[src/rtl/tlb_pkg.sv]
package tlb_pkg;
  localparam int VA_W  = 32;
  localparam int OFF_W = 12;
  localparam int PPN_W = 20;
  localparam int VPN_W = VA_W - OFF_W;
  localparam int PA_W  = PPN_W + OFF_W;

  typedef struct packed {
    logic [VPN_W-1:0] vpn;
    logic [PPN_W-1:0] ppn;
    logic             rd;
    logic             wr;
    logic             dirty;
    logic             usr;
  } tlb_entry_t;
endpackage

[src/rtl/tlb_match.sv]
module tlb_match
  import tlb_pkg::*;
#(
  parameter int N = 32
) (
  input  tlb_entry_t       ent [N],
  input  logic [N-1:0]     vld,
  input  logic [VPN_W-1:0] vpn,
  output logic [N-1:0]     match
);
  for (genvar i = 0; i < N; i++) begin : g_cmp
    assign match[i] = vld[i] && (ent[i].vpn == vpn);
  end
endmodule

[src/rtl/tlb_victim.sv]
module tlb_victim #(
  parameter int N = 32,
  localparam int IW = $clog2(N)
) (
  input  logic [N-1:0] vld,
  output logic         free_any,
  output logic [IW-1:0] free_idx
);
  always_comb begin
    free_idx = '0;
    for (int i = N - 1; i >= 0; i--) begin
      if (!vld[i]) free_idx = IW'(i);
    end
  end
  assign free_any = ~&vld;
endmodule

[src/rtl/tlb_perm.sv]
module tlb_perm
  import tlb_pkg::*;
(
  input  tlb_entry_t ent,
  input  logic       is_write,
  input  logic       is_user,
  output logic       fault,
  output logic       clean_write
);
  always_comb begin
    fault = (is_user && !ent.usr) || (is_write ? !ent.wr : !ent.rd);
    clean_write = !fault && is_write && !ent.dirty;
  end
endmodule

[src/rtl/tlb_xlate.sv]
module tlb_xlate
  import tlb_pkg::*;
#(
  parameter int ENTRIES = 32
) (
  input  logic              clk,
  input  logic              rst_n,
  input  logic              lk_valid,
  input  logic [VA_W-1:0]   lk_vaddr,
  input  logic              lk_write,
  input  logic              lk_user,
  output logic              lk_hit,
  output logic              lk_miss,
  output logic              lk_fault,
  output logic [PA_W-1:0]   lk_paddr,
  input  logic              fill_valid,
  output logic              fill_ready,
  input  logic [VPN_W-1:0]  fill_vpn,
  input  logic [PPN_W-1:0]  fill_ppn,
  input  logic              fill_rd,
  input  logic              fill_wr,
  input  logic              fill_dirty,
  input  logic              fill_usr,
  input  logic              flush
);
  localparam int IW = $clog2(ENTRIES);

  tlb_entry_t         ent [ENTRIES];
  logic [ENTRIES-1:0] vld;
  logic [IW-1:0]      ptr;

  // lookup path
  logic [ENTRIES-1:0] lk_match;
  tlb_entry_t         sel;
  logic               any_match, perm_fault, clean_wr;

  tlb_match #(.N(ENTRIES)) u_lk_match (
    .ent(ent), .vld(vld), .vpn(lk_vaddr[VA_W-1:OFF_W]), .match(lk_match)
  );

  always_comb begin
    sel = '0;
    for (int i = 0; i < ENTRIES; i++) begin
      if (lk_match[i]) sel = sel | ent[i];
    end
  end

  tlb_perm u_perm (
    .ent(sel), .is_write(lk_write), .is_user(lk_user),
    .fault(perm_fault), .clean_write(clean_wr)
  );

  assign any_match = |lk_match;
  assign lk_fault  = lk_valid && any_match && perm_fault;
  assign lk_hit    = lk_valid && any_match && !perm_fault && !clean_wr;
  assign lk_miss   = lk_valid && (!any_match || clean_wr);
  assign lk_paddr  = lk_hit ? {sel.ppn, lk_vaddr[OFF_W-1:0]} : '0;

  // refill path
  logic [ENTRIES-1:0] fl_match;
  logic               fl_present, free_any, fill_fire;
  logic [IW-1:0]      free_idx, fl_idx, tgt;

  tlb_match #(.N(ENTRIES)) u_fl_match (
    .ent(ent), .vld(vld), .vpn(fill_vpn), .match(fl_match)
  );

  tlb_victim #(.N(ENTRIES)) u_victim (
    .vld(vld), .free_any(free_any), .free_idx(free_idx)
  );

  always_comb begin
    fl_idx = '0;
    for (int i = 0; i < ENTRIES; i++) begin
      if (fl_match[i]) fl_idx = IW'(i);
    end
  end

  assign fl_present = |fl_match;
  assign fill_ready = !flush;
  assign fill_fire  = fill_valid && fill_ready;
  assign tgt        = fl_present ? fl_idx : (free_any ? free_idx : ptr);

  always_ff @(posedge clk or negedge rst_n) begin
    if (!rst_n) begin
      vld <= '0;
      ptr <= '0;
    end else if (flush) begin
      vld <= '0;
      ptr <= '0;
    end else if (fill_fire) begin
      vld[tgt] <= 1'b1;
      if (!fl_present && !free_any)
        ptr <= (ptr == IW'(ENTRIES - 1)) ? '0 : ptr + 1'b1;
    end
  end

  always_ff @(posedge clk) begin
    if (rst_n && !flush && fill_fire) begin
      ent[tgt] <= '{vpn: fill_vpn, ppn: fill_ppn, rd: fill_rd, wr: fill_wr,
                    dirty: fill_dirty, usr: fill_usr};
    end
  end
endmodule

[config.mk]
export PLATFORM = sky130hd
export DESIGN_NAME = tlb_xlate
export DESIGN_NICKNAME = d
export VERILOG_FILES = /design/src/rtl/tlb_pkg.sv /design/src/rtl/tlb_match.sv /design/src/rtl/tlb_victim.sv /design/src/rtl/tlb_perm.sv /design/src/rtl/tlb_xlate.sv
export SDC_FILE = /design/constraint.sdc
export NUM_CORES = 2
export LEC_CHECK = 0
export BUFFER_PORTS_ARGS = -buffer_cell sky130_fd_sc_hd__buf_2
export CORE_MARGIN = 10
export CORE_UTILIZATION = 30
export CTS_CLUSTER_SIZE = 40
export DETAILED_ROUTE_END_ITERATION = 16
export SYNTH_ARGS = -nofsm -noshare
export SYNTH_HDL_FRONTEND = slang
export SYNTH_SLANG_ARGS = --single-unit
[constraint.sdc]
create_clock -name clk -period 5.4 [get_ports clk]
set_clock_uncertainty 0.2 [all_clocks]
set_input_delay 0.54 -clock clk [delete_from_list [all_inputs] [get_ports clk]]
set_output_delay 0.54 -clock clk [all_outputs]
set_load 0.05 [all_outputs]
==> impl_metrics.yaml <==
timing:
  hold_violations: 0
  fin_hold_ws_ns: 0.0649
  period_share: 0.981
  setup-violations-final: 0
  rsz0062_at_grt: "yes"
  slew_headroom: 0.357
  max_freq_ghz: 0.189
  finalCriticalPeriod_ns: 5.30
  worstMarginPinSlew_ns: 0.965
  timing.final.ws_setup_ns: 0.101
  drv_slew: 0
power:
  power_density_nw_per_um2: 307
  vdd_drop_max_mv: 0.350
  power_leakage_nw: 24.3
logic_synthesis:
  ys_seq_elements: 1445
  ys_warn_count: 0
  ys.flop_type: "edfxtp_1"
  mappedNetlistArea_um2: 66000
  synth.top_cell.area_share: 0.641
  synthTopCellsByArea: "edfxtp_1 (64%), xnor2_1 (10%), xor2_1 (6.8%)"
  synth_largest_area_cell: "edfxtp_1"
  synth_edf_count: 1408
  syn_inst: 4476
  yosysSeqAreaShare: 0.655
  avgSynthCellArea_um2: 14.7
  synthArstFlopShare: 0.0256
  ys_types: 80
  syn-num-nets: 4561
routing:
  routed_wl_um: 245000
  drc: 0
  drtPass1Iterations: 7
  vias_per_cell: 5.70
  wl_per_cell_um: 31.3
  vias: 44656
  drtIter0Drc: 5942
  postRouteAntennaNets: 0
worst_setup_path:
  end_kind: "primary output"
  cp_slowest_cell: "nor3_2"
  crit_path_max_fanout: 33
  reg2reg_from: "ent[1349]$_DFFE_PP_"
  critPathLaunchType: "register"
  critPathBufInv: 2
  required_ns: 4.66
  crit_family: "simple AND/OR/NAND/NOR gates"
  startpoint: "ent[1271]$_DFFE_PP_"
  cp.arrival_ns: 4.56
  setup.worst_path.class: "register to primary output"
  crit_chain: "xor2_1, nor4_1, nand4_1, nor3_2, a22o_1, a221oi_1, nand4_1, nor3_1, nor4_4, buf_12, o31a_1, buf_12"
  cp.depth: 12
  max_stage_delay_ns: 0.71
  rr_worst_depth: 11
final_layout:
  nFillCells: 20634
  final_cell_mix: "edfxtp_1 (1,408), xnor2_1 (768), xor2_1 (512)"
  seqCellArea_um2: 43200
  syn_to_final_growth_pct: 18.9
  multiInputGateArea_um2: 21900
  layout_commonest_cell: "edfxtp_1"
  final_nets: 4928
  fin_area_um2: 78500
  drive_above_1_share: 0.153
cts:
  htreeDepth: 4
  path_clk_slew_ns: 0.06
  cts_tree: "yes"
  cts_made_buffers: 148
  clockBufferDepth: 3
  cts.sinks: 1445
  clock_latency_ns: 0.82
  postCtsSetupBuffers: 0
  clockRootBuffer: "clkbuf_16"
placed_design:
  dp_hpwl_um: 152000
  pre_cts_ws_ns: -0.0494
  gp_congestion: 0.938
  placed_area_um2: 73500
  portBuffers: 118
floorplan:
  die_w_um: 489
  start_util: 0.301
  die_area_um2: 239000
  die-height_um: 489
  rows: 172
  core-area_um2: 219000
  pin_count: 119
worst_hold_path:
  holdPathStages: 1
  hold_start: "fill_vpn[15]"
  holdCritPathClass: "input port to register"
global_routing:
  grt_pass1_wl_um: 341000
  grt_pass1_vias: 43427
  busiest_layer: "met2"
  met2_usage: 0.308
  grt_max_degree: 45
  grt_overflow: 0
  track_usage: 0.198
  antenna_found_initial: 12
  use_met1: 0.277
  met3_usage: 0.0426
flow_run:
  maxCapViolations: 0
status:
  status: "completed"
## layout make-up
class,instances,share of cell area
Timing Repair Buffer,457,0.0642
Clock inverter,80,0.00990
Inverter,10,0.000478
Sequential cell,1445,0.551
Tap cell,2871,0.0458
Multi-Input combinational cell,2781,0.279
Antenna cell,1,0.0000319
Clock buffer,189,0.0502
## cell usage after synthesis (9+ instances only)
master,count
nor4_1,184
nor3b_1,23
and2_1,16
xnor2_1,768
dfrtp_1,37
nor3_1,42
edfxtp_1,1408
or4_1,10
nand2_1,71
a22oi_1,100
clkbuf_1,87
a21oi_1,12
a221oi_1,139
buf_4,49
o2bb2ai_1,25
or2_2,25
o21ai_0,10
inv_1,9
nor2_1,58
nand4_1,352
o31a_1,20
xor2_1,512
nor4b_1,16
nand3_1,133
buf_6,18
a22o_1,139
buf_2,79
and4_1,11
## worst reg2reg max path: cells and delay by family (launching register included)
| family | cells | cell delay, ns |
|---|---|---|
| compound gates | 5 | 1.61 |
| xor+xnor | 1 | 0.35 |
| buf+inv | 1 | 0.37 |
| flops | 1 | 0.45 |
| simple gates | 4 | 1.71 |
## registers in the layout, indices dropped and copies added (netlist names)
| name | flops |
|---|---|
| ptr | 5 |
| vld | 32 |
| ent | 1408 |
## power by group
part	switching, mW	internal (mW)
Sequential	0.0181	12.3
Combinational	1.06	0.512
Clock	4.57	5.65
## kinds of logic (layout without fill, tap and decap cells)
kind of cell | count (synthesis) | count (layout) | share of synthesized area
xor gates and xnor gates | 1280 | 1280 | 0.170
muxes | 2 | 2 | 0.000303
adders and majority gates | 2 | 2 | 0.000379
AOI/OAI and AO/OA | 502 | 502 | 0.0633
and+or+nand+nor | 995 | 995 | 0.0906
other | 0 | 1 | 0
buffers and inverters | 250 | 736 | 0.0207
DFF | 1445 | 1445 | 0.655
## layer usage
layer | share of wire | wire [um]
met1 | 0.41 | 101000
met2 | 0.45 | 109000
met3 | 0.11 | 26400
met4 | 0.033 | 8120
met5 | 0.000053 | 13
## per-stage QoR
step	util	total power [mW]	std cells	TNS, ns
floorplan	-	13.3	4476	-224.44
global placement	0.335	14.1	7546	-0.0692
detailed placement	0.335	14.1	7546	-0.0494
CTS	0.358	24.2	7833	0
global route	0.358	24.7	7834	-0.0146
finish	0.358	24.1	7834	0
## path summary, 6_finish.rpt
check / slack [ns] / end
max: 0.10 / lk_paddr[23]
min: 0.06 / ent[611]$_DFFE_PP_
max reg2reg: 0.35 / ent[1079]$_DFFE_PP_
min reg2reg: 0.39 / ptr[3]$_DFFE_PN0P_
max in group asynchronous: 4.04 / vld[25]$_DFFE_PN0P_
min in group asynchronous: 0.34 / vld[23]$_DFFE_PN0P_
## repair_timing
| item | in CTS | in global routing |
|---|---|---|
| pin swaps | 0 | 1 |
| endpoints found under the setup margin | 5 | 11 |
| hold endpoints to repair | 133 | 0 |
| hold buffers | 18 | 0 |
| resized for setup | 2 | 2 |
Note: power is estimated with default switching activity, not from simulation.
